## src/rtl/tod_pkg.sv

```systemverilog
package tod_pkg;
  localparam int SEC_W   = 48;
  localparam int NS_W    = 30;
  localparam int FRAC_W  = 24;
  localparam int SEC_HI_W = SEC_W - 32;
  localparam logic [NS_W-1:0] NS_PER_SEC = 30'd1_000_000_000;

  typedef enum logic [2:0] {
    REG_SEC_HI   = 3'd0,
    REG_SEC_LO   = 3'd1,
    REG_NSEC     = 3'd2,
    REG_FRAC     = 3'd3,
    REG_INC_NS   = 3'd4,
    REG_INC_FRAC = 3'd5,
    REG_OFFSET   = 3'd6
  } reg_addr_e;

  typedef struct packed {
    logic [SEC_W-1:0]  sec;
    logic [NS_W-1:0]   ns;
    logic [FRAC_W-1:0] frac;
  } tod_t;
endpackage

```

## src/rtl/tod_step.sv

```systemverilog
module tod_step
  import tod_pkg::*;
#(
  parameter int INC_NS_W = 8
) (
  input  tod_t                cur,
  input  logic [INC_NS_W-1:0] inc_ns,
  input  logic [FRAC_W-1:0]   inc_frac,
  output tod_t                nxt
);
  logic [FRAC_W:0] frac_sum;
  logic [NS_W:0]   ns_sum;

  always_comb begin
    frac_sum = {1'b0, cur.frac} + {1'b0, inc_frac};
    ns_sum   = {1'b0, cur.ns} + (NS_W+1)'(inc_ns) + (NS_W+1)'(frac_sum[FRAC_W]);
    nxt.frac = frac_sum[FRAC_W-1:0];
    if (ns_sum >= {1'b0, NS_PER_SEC}) begin
      nxt.ns  = NS_W'(ns_sum - {1'b0, NS_PER_SEC});
      nxt.sec = cur.sec + SEC_W'(1);
    end else begin
      nxt.ns  = ns_sum[NS_W-1:0];
      nxt.sec = cur.sec;
    end
  end
endmodule

```

## src/rtl/tod_offset.sv

```systemverilog
module tod_offset
  import tod_pkg::*;
(
  input  tod_t            cur,
  input  logic            sub,
  input  logic [NS_W-1:0] mag,
  output tod_t            nxt,
  output logic            bad
);
  logic [NS_W:0] up_sum;
  logic [NS_W:0] wrap_sum;

  always_comb begin
    bad      = (mag >= NS_PER_SEC);
    up_sum   = {1'b0, cur.ns} + {1'b0, mag};
    wrap_sum = {1'b0, cur.ns} + {1'b0, NS_PER_SEC} - {1'b0, mag};
    nxt.frac = cur.frac;
    nxt.sec  = cur.sec;
    nxt.ns   = cur.ns;
    if (!sub) begin
      if (up_sum >= {1'b0, NS_PER_SEC}) begin
        nxt.ns  = NS_W'(up_sum - {1'b0, NS_PER_SEC});
        nxt.sec = cur.sec + SEC_W'(1);
      end else begin
        nxt.ns  = up_sum[NS_W-1:0];
      end
    end else begin
      if (cur.ns >= mag) begin
        nxt.ns  = cur.ns - mag;
      end else begin
        nxt.ns  = wrap_sum[NS_W-1:0];
        nxt.sec = cur.sec - SEC_W'(1);
      end
    end
  end
endmodule

```

## src/rtl/tod_capture.sv

```systemverilog
module tod_capture
  import tod_pkg::*;
#(
  parameter int LOW_SEC_W = 5,
  localparam int STAMP_W = LOW_SEC_W + NS_W
) (
  input  logic               clk,
  input  logic               rst,
  input  logic               strobe,
  input  logic [SEC_W-1:0]   sec,
  input  logic [NS_W-1:0]    ns,
  output logic [STAMP_W-1:0] stamp,
  output logic [SEC_W-1:0]   sec_full,
  output logic               valid
);
  always_ff @(posedge clk) begin
    if (rst) begin
      stamp    <= '0;
      sec_full <= '0;
      valid    <= 1'b0;
    end else begin
      valid <= strobe;
      if (strobe) begin
        stamp    <= {sec[LOW_SEC_W-1:0], ns};
        sec_full <= sec;
      end
    end
  end

  // capture records the time presented before the strobe edge
  a_r9_capture: assert property (@(posedge clk) disable iff (rst)
    strobe |=> (valid && stamp[NS_W-1:0] == $past(ns) && sec_full == $past(sec)));
endmodule

```

## src/rtl/tod_clock.sv

```systemverilog
module tod_clock
  import tod_pkg::*;
#(
  parameter int NDIR      = 2,
  parameter int INC_NS_W  = 8,
  parameter int LOW_SEC_W = 5,
  localparam int STAMP_W  = LOW_SEC_W + NS_W
) (
  input  logic                    clk,
  input  logic                    rst,
  input  logic                    wr_en,
  input  logic [2:0]              wr_addr,
  input  logic [31:0]             wr_data,
  input  logic                    rd_en,
  input  logic [2:0]              rd_addr,
  output logic [31:0]             rd_data,
  output logic                    adj_reject,
  input  logic [NDIR-1:0]         evt_strobe,
  output logic [NDIR*STAMP_W-1:0] cap_stamp,
  output logic [NDIR*SEC_W-1:0]   cap_sec,
  output logic [NDIR-1:0]         cap_valid,
  output logic [SEC_W-1:0]        tod_sec,
  output logic [NS_W-1:0]         tod_ns
);
  tod_t                tod_q, tod_d, step_nxt, off_nxt;
  logic [INC_NS_W-1:0] inc_ns_q;
  logic [FRAC_W-1:0]   inc_frac_q;
  logic [SEC_HI_W-1:0] stage_hi_q;
  logic [31:0]         stage_lo_q;
  logic [SEC_HI_W-1:0] snap_hi_q;
  logic [NS_W-1:0]     snap_ns_q;
  logic [FRAC_W-1:0]   snap_frac_q;
  logic [31:0]         rd_q;
  logic                reject_q;

  logic            load_req, adj_req, adj_bad, adj_apply;
  logic [NS_W-1:0] adj_mag;

  tod_step #(.INC_NS_W(INC_NS_W)) u_step (
    .cur(tod_q), .inc_ns(inc_ns_q), .inc_frac(inc_frac_q), .nxt(step_nxt)
  );

  tod_offset u_offset (
    .cur(tod_q), .sub(wr_data[31]), .mag(adj_mag), .nxt(off_nxt), .bad(adj_bad)
  );

  always_comb begin
    adj_mag   = wr_data[NS_W-1:0];
    load_req  = wr_en && (wr_addr == REG_NSEC) && (wr_data[NS_W-1:0] < NS_PER_SEC);
    adj_req   = wr_en && (wr_addr == REG_OFFSET);
    adj_apply = adj_req && !adj_bad;
    if (load_req) begin
      tod_d.sec  = {stage_hi_q, stage_lo_q};
      tod_d.ns   = wr_data[NS_W-1:0];
      tod_d.frac = '0;
    end else if (adj_apply) begin
      tod_d = off_nxt;
    end else begin
      tod_d = step_nxt;
    end
  end

  always_ff @(posedge clk) begin
    if (rst) begin
      tod_q       <= '0;
      inc_ns_q    <= '0;
      inc_frac_q  <= '0;
      stage_hi_q  <= '0;
      stage_lo_q  <= '0;
      reject_q    <= 1'b0;
    end else begin
      tod_q    <= tod_d;
      reject_q <= adj_req && adj_bad;
      if (wr_en) begin
        case (wr_addr)
          REG_SEC_HI:   stage_hi_q <= wr_data[SEC_HI_W-1:0];
          REG_SEC_LO:   stage_lo_q <= wr_data;
          REG_INC_NS:   inc_ns_q   <= wr_data[INC_NS_W-1:0];
          REG_INC_FRAC: inc_frac_q <= wr_data[FRAC_W-1:0];
          default: ;
        endcase
      end
    end
  end

  always_ff @(posedge clk) begin
    if (rst) begin
      snap_hi_q   <= '0;
      snap_ns_q   <= '0;
      snap_frac_q <= '0;
      rd_q        <= '0;
    end else if (rd_en) begin
      case (rd_addr)
        REG_SEC_HI:   rd_q <= 32'(snap_hi_q);
        REG_SEC_LO: begin
          rd_q        <= tod_q.sec[31:0];
          snap_hi_q   <= tod_q.sec[SEC_W-1:32];
          snap_ns_q   <= tod_q.ns;
          snap_frac_q <= tod_q.frac;
        end
        REG_NSEC:     rd_q <= 32'(snap_ns_q);
        REG_FRAC:     rd_q <= 32'(snap_frac_q);
        REG_INC_NS:   rd_q <= 32'(inc_ns_q);
        REG_INC_FRAC: rd_q <= 32'(inc_frac_q);
        default:      rd_q <= '0;
      endcase
    end
  end

  for (genvar d = 0; d < NDIR; d++) begin : g_cap
    tod_capture #(.LOW_SEC_W(LOW_SEC_W)) u_cap (
      .clk      (clk),
      .rst      (rst),
      .strobe   (evt_strobe[d]),
      .sec      (tod_q.sec),
      .ns       (tod_q.ns),
      .stamp    (cap_stamp[d*STAMP_W +: STAMP_W]),
      .sec_full (cap_sec[d*SEC_W +: SEC_W]),
      .valid    (cap_valid[d])
    );
  end

  assign rd_data    = rd_q;
  assign adj_reject = reject_q;
  assign tod_sec    = tod_q.sec;
  assign tod_ns     = tod_q.ns;

  // with a zero step and no write to the time, the time holds
  a_r1_stopped: assert property (@(posedge clk) disable iff (rst)
    (inc_ns_q == '0 && inc_frac_q == '0 && !load_req && !adj_apply) |=> $stable(tod_q));

  // nanoseconds stay below one second
  a_r3_ns_range: assert property (@(posedge clk) disable iff (rst)
    tod_q.ns < NS_PER_SEC);

  // a plain step moves seconds by at most one
  a_r3_sec_step: assert property (@(posedge clk) disable iff (rst)
    (!load_req && !adj_apply) |=>
      (tod_q.sec == $past(tod_q.sec) || tod_q.sec == $past(tod_q.sec) + SEC_W'(1)));

  // a load clears the fraction
  a_r4_load_frac: assert property (@(posedge clk) disable iff (rst)
    load_req |=> tod_q.frac == '0);

  // an accepted offset leaves the fraction untouched
  a_r5_frac_kept: assert property (@(posedge clk) disable iff (rst)
    adj_apply |=> tod_q.frac == $past(tod_q.frac));

  // an oversized offset raises the reject pulse
  a_r6_reject: assert property (@(posedge clk) disable iff (rst)
    (adj_req && wr_data[NS_W-1:0] >= NS_PER_SEC) |=> adj_reject);
endmodule

```

## config.mk

```make
export PLATFORM = sky130hd
export DESIGN_NAME = tod_clock
export DESIGN_NICKNAME = d
export VERILOG_FILES = /design/src/rtl/tod_pkg.sv /design/src/rtl/tod_step.sv /design/src/rtl/tod_offset.sv /design/src/rtl/tod_capture.sv /design/src/rtl/tod_clock.sv
export SDC_FILE = /design/constraint.sdc
export NUM_CORES = 1
export LEC_CHECK = 0
export BUFFER_PORTS_ARGS = -buffer_cell sky130_fd_sc_hd__buf_2
export CELL_PAD_IN_SITES_DETAIL_PLACEMENT = 0
export CELL_PAD_IN_SITES_GLOBAL_PLACEMENT = 1
export CORE_ASPECT_RATIO = 0.7
export CORE_MARGIN = 1
export CORE_UTILIZATION = 40
export CTS_BUF_LIST = sky130_fd_sc_hd__clkbuf_8 sky130_fd_sc_hd__clkbuf_16
export DETAILED_ROUTE_END_ITERATION = 10
export PLACE_DENSITY_LB_ADDON = 0.1
export SKIP_CTS_REPAIR_TIMING = 1
export SYNTH_ARGS = -nofsm -noshare
export SYNTH_HDL_FRONTEND = slang
export SYNTH_SLANG_ARGS = --single-unit
```

## constraint.sdc

```tcl
create_clock -name clk -period 7.25 [get_ports clk]
set_input_delay 1.45 -clock clk [delete_from_list [all_inputs] [get_ports clk]]
set_output_delay 1.45 -clock clk [all_outputs]
set_load 0.05 [all_outputs]
```

# After elaboration in Yosys (flattened, before gate mapping)
# Cells that the tools add are included.
# totals
register_bits	453
latch_bits	0
mem_bits_rw	0
romBits	0
inputBits	44
out_inout_bits	279
wordCells	71
n_memories	0
# op_classes
n_addsub	11
n_mul	0
div_mod_pow	0
magnitude_cmp	5
eq_ne	12
n_shift	0
mux	9
bitwise_logic	0
reduce_logical	16
# op_table
operator	n
102-bit 2-to-1 mux	2
32-bit one-hot mux with 6 select lines	1
78-bit 2-to-1 mux	2
48-bit 2-to-1 mux	2
31-bit by 30-bit >= comparator with 1-bit output (second input constant)	2
30-bit 2-to-1 mux	2
30-bit subtractor	2
30-bit subtractor (second input constant)	2
48-bit by 1-bit adder with 48-bit output (second input constant)	1
48-bit by 1-bit subtractor with 48-bit output (second input constant)	1
30-bit by 30-bit adder with 31-bit output	1
30-bit by 8-bit adder with 31-bit output	1
31-bit by 1-bit adder with 31-bit output	1
30-bit adder (second input constant)	1
30-bit >= comparator	1
30-bit >= comparator (second input constant)	1
30-bit less-than comparator (second input constant)	1
24-bit by 24-bit adder with 25-bit output	1
3-bit == test (second input constant)	5
2-bit AND reduction	5
3-bit by 2-bit == test with 1-bit output (second input constant)	3
3-bit by 1-bit == test with 1-bit output (second input constant)	2
3-bit zero test	2
1-bit logical AND	5
6 further kinds	6

# Longest topological paths before layout
# Gate-level depths: netlist of the first run.
# logic_depth
ltp_word	6
mapped_depth	32
mapped_depth_nobuf	30

# Hierarchy
# Synthesis of the first run repeated with hierarchy kept, for this count alone.
# unflattened
cells_unflattened	4001
hier_area_um2	31818.0
# modules_own_cells
mod	instances	cells_per_inst	area_each_um2	seq_area_each_um2
tod_clock	1	1449	12289.3	5705.5
tod_offset	1	1393	9354.0	0.0
tod_capture	2	259	2815.2	1581.5
tod_step	1	641	4544.4	0.0

# Worst setup path after synthesis of the first run
# OpenSTA, ideal clock, no wires.
# synth_path
path_kind	register to register
from	register tod_q[0] (netlist bit)
to	register tod_q (netlist bit tod_sec[18])
setup_time_ns	0.091
arrival_ns	6.721
required_ns	7.159
setup_slack_ns	0.438
path_stages_with_launch	32
n_path_buf	1
synth_period_minus_slack_ns	6.812
path_cell_list	dfxtp_1 -> ha_1 -> fa_1 -> a21o_1 -> a21oi_1 -> o21ai_0 -> a21boi_0 -> o21ai_0 -> a211oi_1 -> o21ai_0 -> nand2_1 -> o21ai_0 -> o41ai_1 -> o21a_1 -> fa_1 -> inv_1 -> fa_1 -> a21o_1 -> a32oi_2 -> a2111oi_0 -> xnor2_1 -> ha_1 -> and4b_1 -> o221ai_1 -> a211o_1 -> a31o_1 -> buf_2 -> nand2_2 -> nand2_1 -> o221ai_1 -> nand3_1 -> a311oi_1
# synth_via
elab_chain_len	5
# synth_lines
item	line	text
start: declaration	tod_clock.sv:25	tod_t tod_q, tod_d, step_nxt, off_nxt;
start signal: assignment	tod_clock.sv:72	tod_q <= tod_d;
24-bit by 24-bit adder with 25-bit output	tod_step.sv:15	frac_sum = {1'b0, cur.frac} + {1'b0, inc_frac};
31-bit by 1-bit adder with 31-bit output	tod_step.sv:16	ns_sum = {1'b0, cur.ns} + (NS_W+1)'(inc_ns) + (NS_W+1)'(frac_sum[FRAC_W]);
31-bit by 30-bit >= comparator with 1-bit output	tod_step.sv:18	if (ns_sum >= {1'b0, NS_PER_SEC}) begin
3-bit nonzero test (no line)	-	
3-bit AND reduction (no line)	-	
# No other way between the ends.
# A chain may end at the register's enable or synchronous reset.

# Worst setup path in the final report of the first run
# layout_path
from	register tod_q[0] (netlist bit)
to	register tod_q (netlist bit tod_ns[18])
# layout_via
elab_chain_len	6
word_cells_on_any_way	7
cone_classes	add/sub (3); order compare (1); mux (3)
# layout_lines
item	line	text
24-bit by 24-bit adder with 25-bit output *	tod_step.sv:15	
31-bit by 1-bit adder with 31-bit output *	tod_step.sv:16	
30-bit subtractor or 31-bit by 30-bit >= comparator with 1-bit output (tied branches)	tod_step.sv:19, tod_step.sv:18	
78-bit 2-to-1 mux *	tod_step.sv:18	
102-bit 2-to-1 mux *	tod_clock.sv:56	end else if (adj_apply) begin
102-bit 2-to-1 mux *	tod_clock.sv:52	if (load_req) begin
# Mark *: on every way between the ends. The rest lies on a longest branch, timed or not. The select of a mux whose other input is x is not followed.

==> results.toml, run 1 <==
[sta]
fin_worst_skew_ns = 0.03629
rsz0062_at_grt = "true"
setup_tns_ns = 0
layout_setup_ws_ns = 0.2612
whs_ns = 0.4539
period_minus_slack_ns = 6.989
post-route-period-util = 0.9640
finalSetupViolations = 0
slew_headroom = 0.2633
fmax_mhz = 143.1
hold_viol_final = 0
tightest_slew_ns = 1.105
drv_slew = 0

[clock_network]
clk_pin_slew_ns = 0.06
htreeDepth = 2
clockBufferDepth = 3
insertion_delay_ns = 0.63
cts_root_buf = "clkbuf_16"
clock-sinks = 443
cts_made_buffers = 49
tritoncts = "yes"

[power_and_ir_drop]
p_seq_frac = 0.377
p_comb_frac = 0.206
p_leak_nw = 13.98
p_int_mw = 4.607
total_power_mw = 6.794
switching_share = 0.3220
clockPowerShare = 0.417
ir_drop_v = 0.0001645
p_per_area_nw_per_um2 = 204.6
power.switching_mw = 2.188

[floorplan]
die_h_um = 225.8
io_pins = 323
fp.dieW_um = 321.7
rows = 81
core_area_um2 = 70340
start_util = 0.4069
dieArea_um2 = 72640

[place]
dp_worst_setup_slack_ns = -0.1786
place.port_buffers = 322
place.detailed.hpwl_mm = 87.02
gp_congestion = 0.9537
placedCellCount = 4823
place_area_um2 = 31310

[critical_path]
r2r_slack_ns = 0.26
crit_path_max_fanout = 6
worstSetupEndpointType = "flop"
required_ns = 7.81
cp_slowest_cell = "fa_1"
criticalPathCategory = "flop to flop"
critPathArrivalTime_ns = 7.55
critPathLaunchType = "flop"
critPathMaxStageDelay_ns = 0.40

[drt]
vias = 28320
wl_mm = 120.4
wl_per_cell_um = 24.47
vias_per_cell = 5.757
drtAntennaViolNets = 0
dr.pass1.iters = 5
drc_errors = 0
drtIter0Drc = 3320

[run]
maxCapViolCount = 0

[synthesis]
ys.flop_type = "dfxtp_1"
syn_inst = 3710
synth_nets = 3911
netlist_area_um2 = 28620
yosys_warnings = 0
synth_seq_cells = 443
synth-seq-area-share = 0.3099
synth_area_per_cell_um2 = 7.714
synth-edff-count = 0
synth_cell_types = 101
async_reset_ff_frac = 0

[cells_and_area]
fin_util = 0.4722
finalNonFillerCells = 4920
nNetsFinal = 4123
layout_commonest_cell = "nand2_1"
syn_to_final_growth_pct = 16.05
final_area_um2 = 33210
post_route_cells_drive_above_1_share = 0.1607
final_cell_mix = "526 x nand2_1, 443 x dfxtp_1, 386 x nor2_1"

[grt]
grt_antenna_before_repair = 5
grt_max_degree = 187
track_usage = 0.3211
grt_pass1_vias = 25270
grt_overflow = 0
grt_pass1_wl_mm = 173.6

[outcome]
outcome = "completed"

[hold_path]
min_path_type = "flop to flop"
-- area by class of cell --
cell class	count	area, um^2
fill	7241	37120
multi-input combinational	2826	18080
sequential	443	8869
timing repair buffer	449	2693
clock buffer	57	1336
tap	954	1194
inverter	153	574.3
clock inverter	35	465.4
antenna	3	7.507
-- worst max-delay path, delay by kind of cell, from the launching register on --
kind | cells | cell delay, ns
DFF | 1 | 0.32
AOI/OAI and AO/OA | 21 | 4.38
and+or+nand+nor | 3 | 0.56
buffers and inverters | 3 | 0.46
adders and majority gates | 4 | 1.22
-- power groups by stage --
stage / sequential [mW] / combinational, mW / clock, mW
6_report: 2.56 / 1.40 / 2.84
5_1_grt: 2.56 / 1.50 / 2.98
4_1_cts: 2.56 / 1.37 / 2.87
3_5_place_dp: 2.61 / 1.36 / 0
3_3_place_gp: 2.61 / 1.37 / 0
2_1_floorplan: 2.68 / 0.853 / 0
-- worst paths after layout --
kind / from / to / cells past startpoint
worst max-delay path: tod_q[0] / tod_ns[18] / 31
worst min-delay path: snap_frac_q[17] / snap_frac_q[17] / 2
worst max register to register: tod_q[0] / tod_ns[18] / 31
worst min register to register: snap_frac_q[17] / snap_frac_q[17] / 2
-- cells in the mapped netlist, types with 40 or more instances --
master	n	share of area
o21ai_0	148	0.026
xnor2_1	136	0.042
clkbuf_1	222	0.029
nand3_1	89	0.016
nand2_1	527	0.069
nor2b_1	43	0.0094
a22oi_1	40	0.010
o211ai_1	50	0.013
a211oi_1	52	0.014
nor2_1	388	0.051
inv_1	146	0.019
dfxtp_1	443	0.31
a21oi_1	375	0.066
ha_1	135	0.059
nor3_1	72	0.013
xor2_1	53	0.016
mux2i_1	168	0.059
-- routing by layer --
metal	up-vias	share of wire	GRT usage
met5	-	0.00011	0
met4	2	0.022	0.07911
met3	126	0.11	0.09201
met2	1245	0.39	0.4365
met1	13530	0.47	0.4849
li1	13420	-	-
-- sequential cells by signal, summed over array words and instances (netlist names), 16 cells and up --
name / cells
tod_ns: 30
stage_hi_q: 16
rd_data: 32
snap_hi_q: 16
stage_lo_q: 32
tod_q: 24
snap_frac_q: 24
tod_sec: 48
inc_frac_q: 24
snap_ns_q: 30
g_cap.u_cap.stamp: 68
g_cap.u_cap.sec_full: 88
-- kinds of logic after synthesis --
| kind of cell | after synthesis | share of synthesized area |
|---|---|---|
| buffers and inverters | 441 | 0.06208 |
| AND/OR/NAND/NOR | 1330 | 0.2076 |
| AO/OA/AOI/OAI | 947 | 0.2117 |
| flip-flops | 443 | 0.3099 |
| adder cells (fa/ha/maj) | 157 | 0.07441 |
| multiplexers | 202 | 0.07568 |
| XOR/XNOR | 190 | 0.05863 |
Power figures use the tool's default switching activity.
==> run 2: changes to the inputs <==
--- a/config.mk
+++ b/config.mk
@@ -17,4 +17,5 @@
 export SKIP_CTS_REPAIR_TIMING = 1
 export SYNTH_ARGS = -nofsm -noshare
 export SYNTH_HDL_FRONTEND = slang
+export SYNTH_HIERARCHICAL = 1
 export SYNTH_SLANG_ARGS = --single-unit
==> run 2 against run 1 <==
Net effect:
- area after synthesis up 11%
- utilization down 2.4 points
- sequential power rose by 2%
- design area grew 6.4%
- flip-flop and latch count did not move
- via count grew 8.2%
- critical path type unchanged
- largest cell class unchanged
==> results.toml, run 2 <==
[outcome]
outcome = "completed"

[synthesis]
synth_nets = 4203
synth.most_common_cell = "nand2_1"
syn_inst = 4001
synthMuxAreaShare = 0.08989
synth_area_per_cell_um2 = 7.953
synth-edff-count = 0
synthTopCellsByCount = "518 x nand2_1, 443 x dfxtp_1, 379 x nor2_1"
netlist_area_um2 = 31820
synthSimpleGateAreaFrac = 0.2199
async_reset_ff_frac = 0
synth-seq-area-share = 0.2787
netlist.top_cell.by_area = "dfxtp_1"
synth_cell_types = 112
synth_seq_cells = 443
synthXorXnorAreaFrac = 0.05423
synth_area_leaders = "dfxtp_1 28%, mux2i_1 7.6%, nand2_1 6.1%"
yosys_warnings = 6
ys.flop_type = "dfxtp_1"
synth-adder-area-share = 0.06732
synth_top_family_by_area = "simple AND/OR/NAND/NOR gates"
synth_compound_area_frac = 0.2053
netlist.area_leader.share = 0.2787

[sta]
fmax_mhz = 147.2
whs_ns = 0.4490
slew_headroom = 0.02620
post-route-period-util = 0.9369
hold_viol_final = 0
drv_slew = 0
tightest_slew_ns = 1.447
finalSetupViolations = 0
period_minus_slack_ns = 6.793
fin_worst_skew_ns = 0.02413

[clock_network]
clock-sinks = 443
clk_pin_slew_ns = 0.06
clockBufferDepth = 3
htreeDepth = 2
tritoncts = "yes"
insertion_delay_ns = 0.61
cts_root_buf = "clkbuf_16"
cts_made_buffers = 46

[drt]
drtIter0Drc = 3558
vias = 30640
wl_per_cell_um = 24.56
vias_per_cell = 5.874
dr.pass1.iters = 6
drtAntennaViolNets = 0
wl_mm = 128.1
drc_errors = 0

[place]
place_area_um2 = 33750
place.detailed.hpwl_mm = 92.28
place.port_buffers = 322
placedCellCount = 5135
gp_congestion = 0.9321

[power_and_ir_drop]
total_power_mw = 7.037
p_per_area_nw_per_um2 = 199.1
p_leak_nw = 15.20
ir_drop_v = 0.0001373

[grt]
grt_max_degree = 176
grt_pass1_wl_mm = 188.7
grt_pass1_vias = 27620
grt_antenna_before_repair = 6
grt_overflow = 0
track_usage = 0.3063

[floorplan]
die_h_um = 238.0
io_pins = 323
start_util = 0.4040
rows = 86
core_area_um2 = 78770
dieArea_um2 = 80700
fp.dieW_um = 339.1

[critical_path]
path_common_cell = "a21oi_1"
worstSetupEndpointType = "flop"
criticalPathCategory = "flop to flop"
ff2ff_path_depth = 30
critPathLaunchType = "flop"
critPathMaxStageDelay_ns = 0.42
cp_slowest_cell = "fa_1"
required_ns = 7.77
crit_path_max_fanout = 36
critPathArrivalTime_ns = 7.31

[cells_and_area]
nFillCells = 8151
syn_to_final_growth_pct = 11.06
nNetsFinal = 4329
regMostFlops = "g_cap.u_cap/sec_full"
final_cell_mix = "517 x nand2_1, 443 x dfxtp_1, 376 x nor2_1"
final_area_um2 = 35340
largest_reg_flops = 88
finalNonFillerCells = 5216
layout_commonest_cell = "nand2_1"
post_route_cells_drive_above_1_share = 0.1683

[hold_path]
min_path_cells = 2
min_path_type = "flop to flop"

[run]
maxCapViolCount = 0
[run 2: changes by cell type after synthesis, sizes merged, moves of 15 or more]
cell	delta
nor3	+15
o21a	+15
a22oi	-16
a21oi	+22
nor4	+22
a211oi	-33
o21ai	-59
o31ai	+77
a41oi	+15
clkbuf	-67
buf	+145
xor2	+22
and3	+28
mux2i	+75
[run 2: worst paths after layout]
check,from,to,slack [ns]
max,tod_q[0],tod_sec[35],0.46
min reg2reg,rd_data[23],rd_data[23],0.45
min,rd_data[23],rd_data[23],0.45
max reg2reg,tod_q[0],tod_sec[35],0.46
[run 2: logic make-up (layout without fill, tap and decap cells)]
family / count (synthesis) / count (layout)
simple gates: 1440 / 1440
compound gates: 968 / 968
mux: 269 / 269
other cells: 0 / 1
buf+inv: 526 / 684
flops: 443 / 443
fa+ha+maj: 158 / 158
xor+xnor: 197 / 197
[run 2: layout make-up]
class	count	area, um^2	area share
Antenna cell	1	2.502	0.00007081
Sequential cell	443	8869	0.2510
Inverter	160	600.6	0.01700
Multi-Input combinational cell	3032	20330	0.5754
Timing Repair Buffer	444	2658	0.07520
Tap cell	1056	1321	0.03739
Clock inverter	24	255.2	0.007223
Clock buffer	56	1300	0.03679
[run 2: per-stage QoR]
| stage | setup TNS, ns | utilization | setup WS [ns] |
|---|---|---|---|
| 2_1_floorplan | 0 | - | 0.7566 |
| 3_5_place_dp | 0 | 0.4285 | 0.2824 |
| 5_1_grt | -0.1346 | 0.4486 | -0.03550 |
| 6_report | 0 | 0.4486 | 0.4572 |
| 3_3_place_gp | 0 | 0.4285 | 0.4239 |
| 4_1_cts | 0 | 0.4482 | 0.2294 |
[run 2: power by group]
group          total [mW]  internal [mW]  switching (mW)
sequential           2.60           2.50          0.0987
clock                2.52           1.45            1.07
combinational        1.92          0.633            1.29
[run 2: routing by layer]
metal / part of all wire / global-route usage / routed length [um] / up-vias
met4: 0.018 / 0.06294 / 2361 / 4
met3: 0.081 / 0.05234 / 10410 / 128
met5: 0.00017 / 0 / 22 / -
met2: 0.40 / 0.4292 / 51390 / 1297
met1: 0.50 / 0.4787 / 63950 / 14870
li1: - / - / - / 14340
[run 2: critical path: cells and delay by family (launching register included)]
family	cells	cell delay, ns
AO/OA/AOI/OAI	17	3.35
XOR/XNOR	1	0.20
buffers and inverters	3	0.42
AND/OR/NAND/NOR	3	0.74
multiplexers	1	0.10
adder cells (fa/ha/maj)	5	1.52
flip-flops	1	0.33
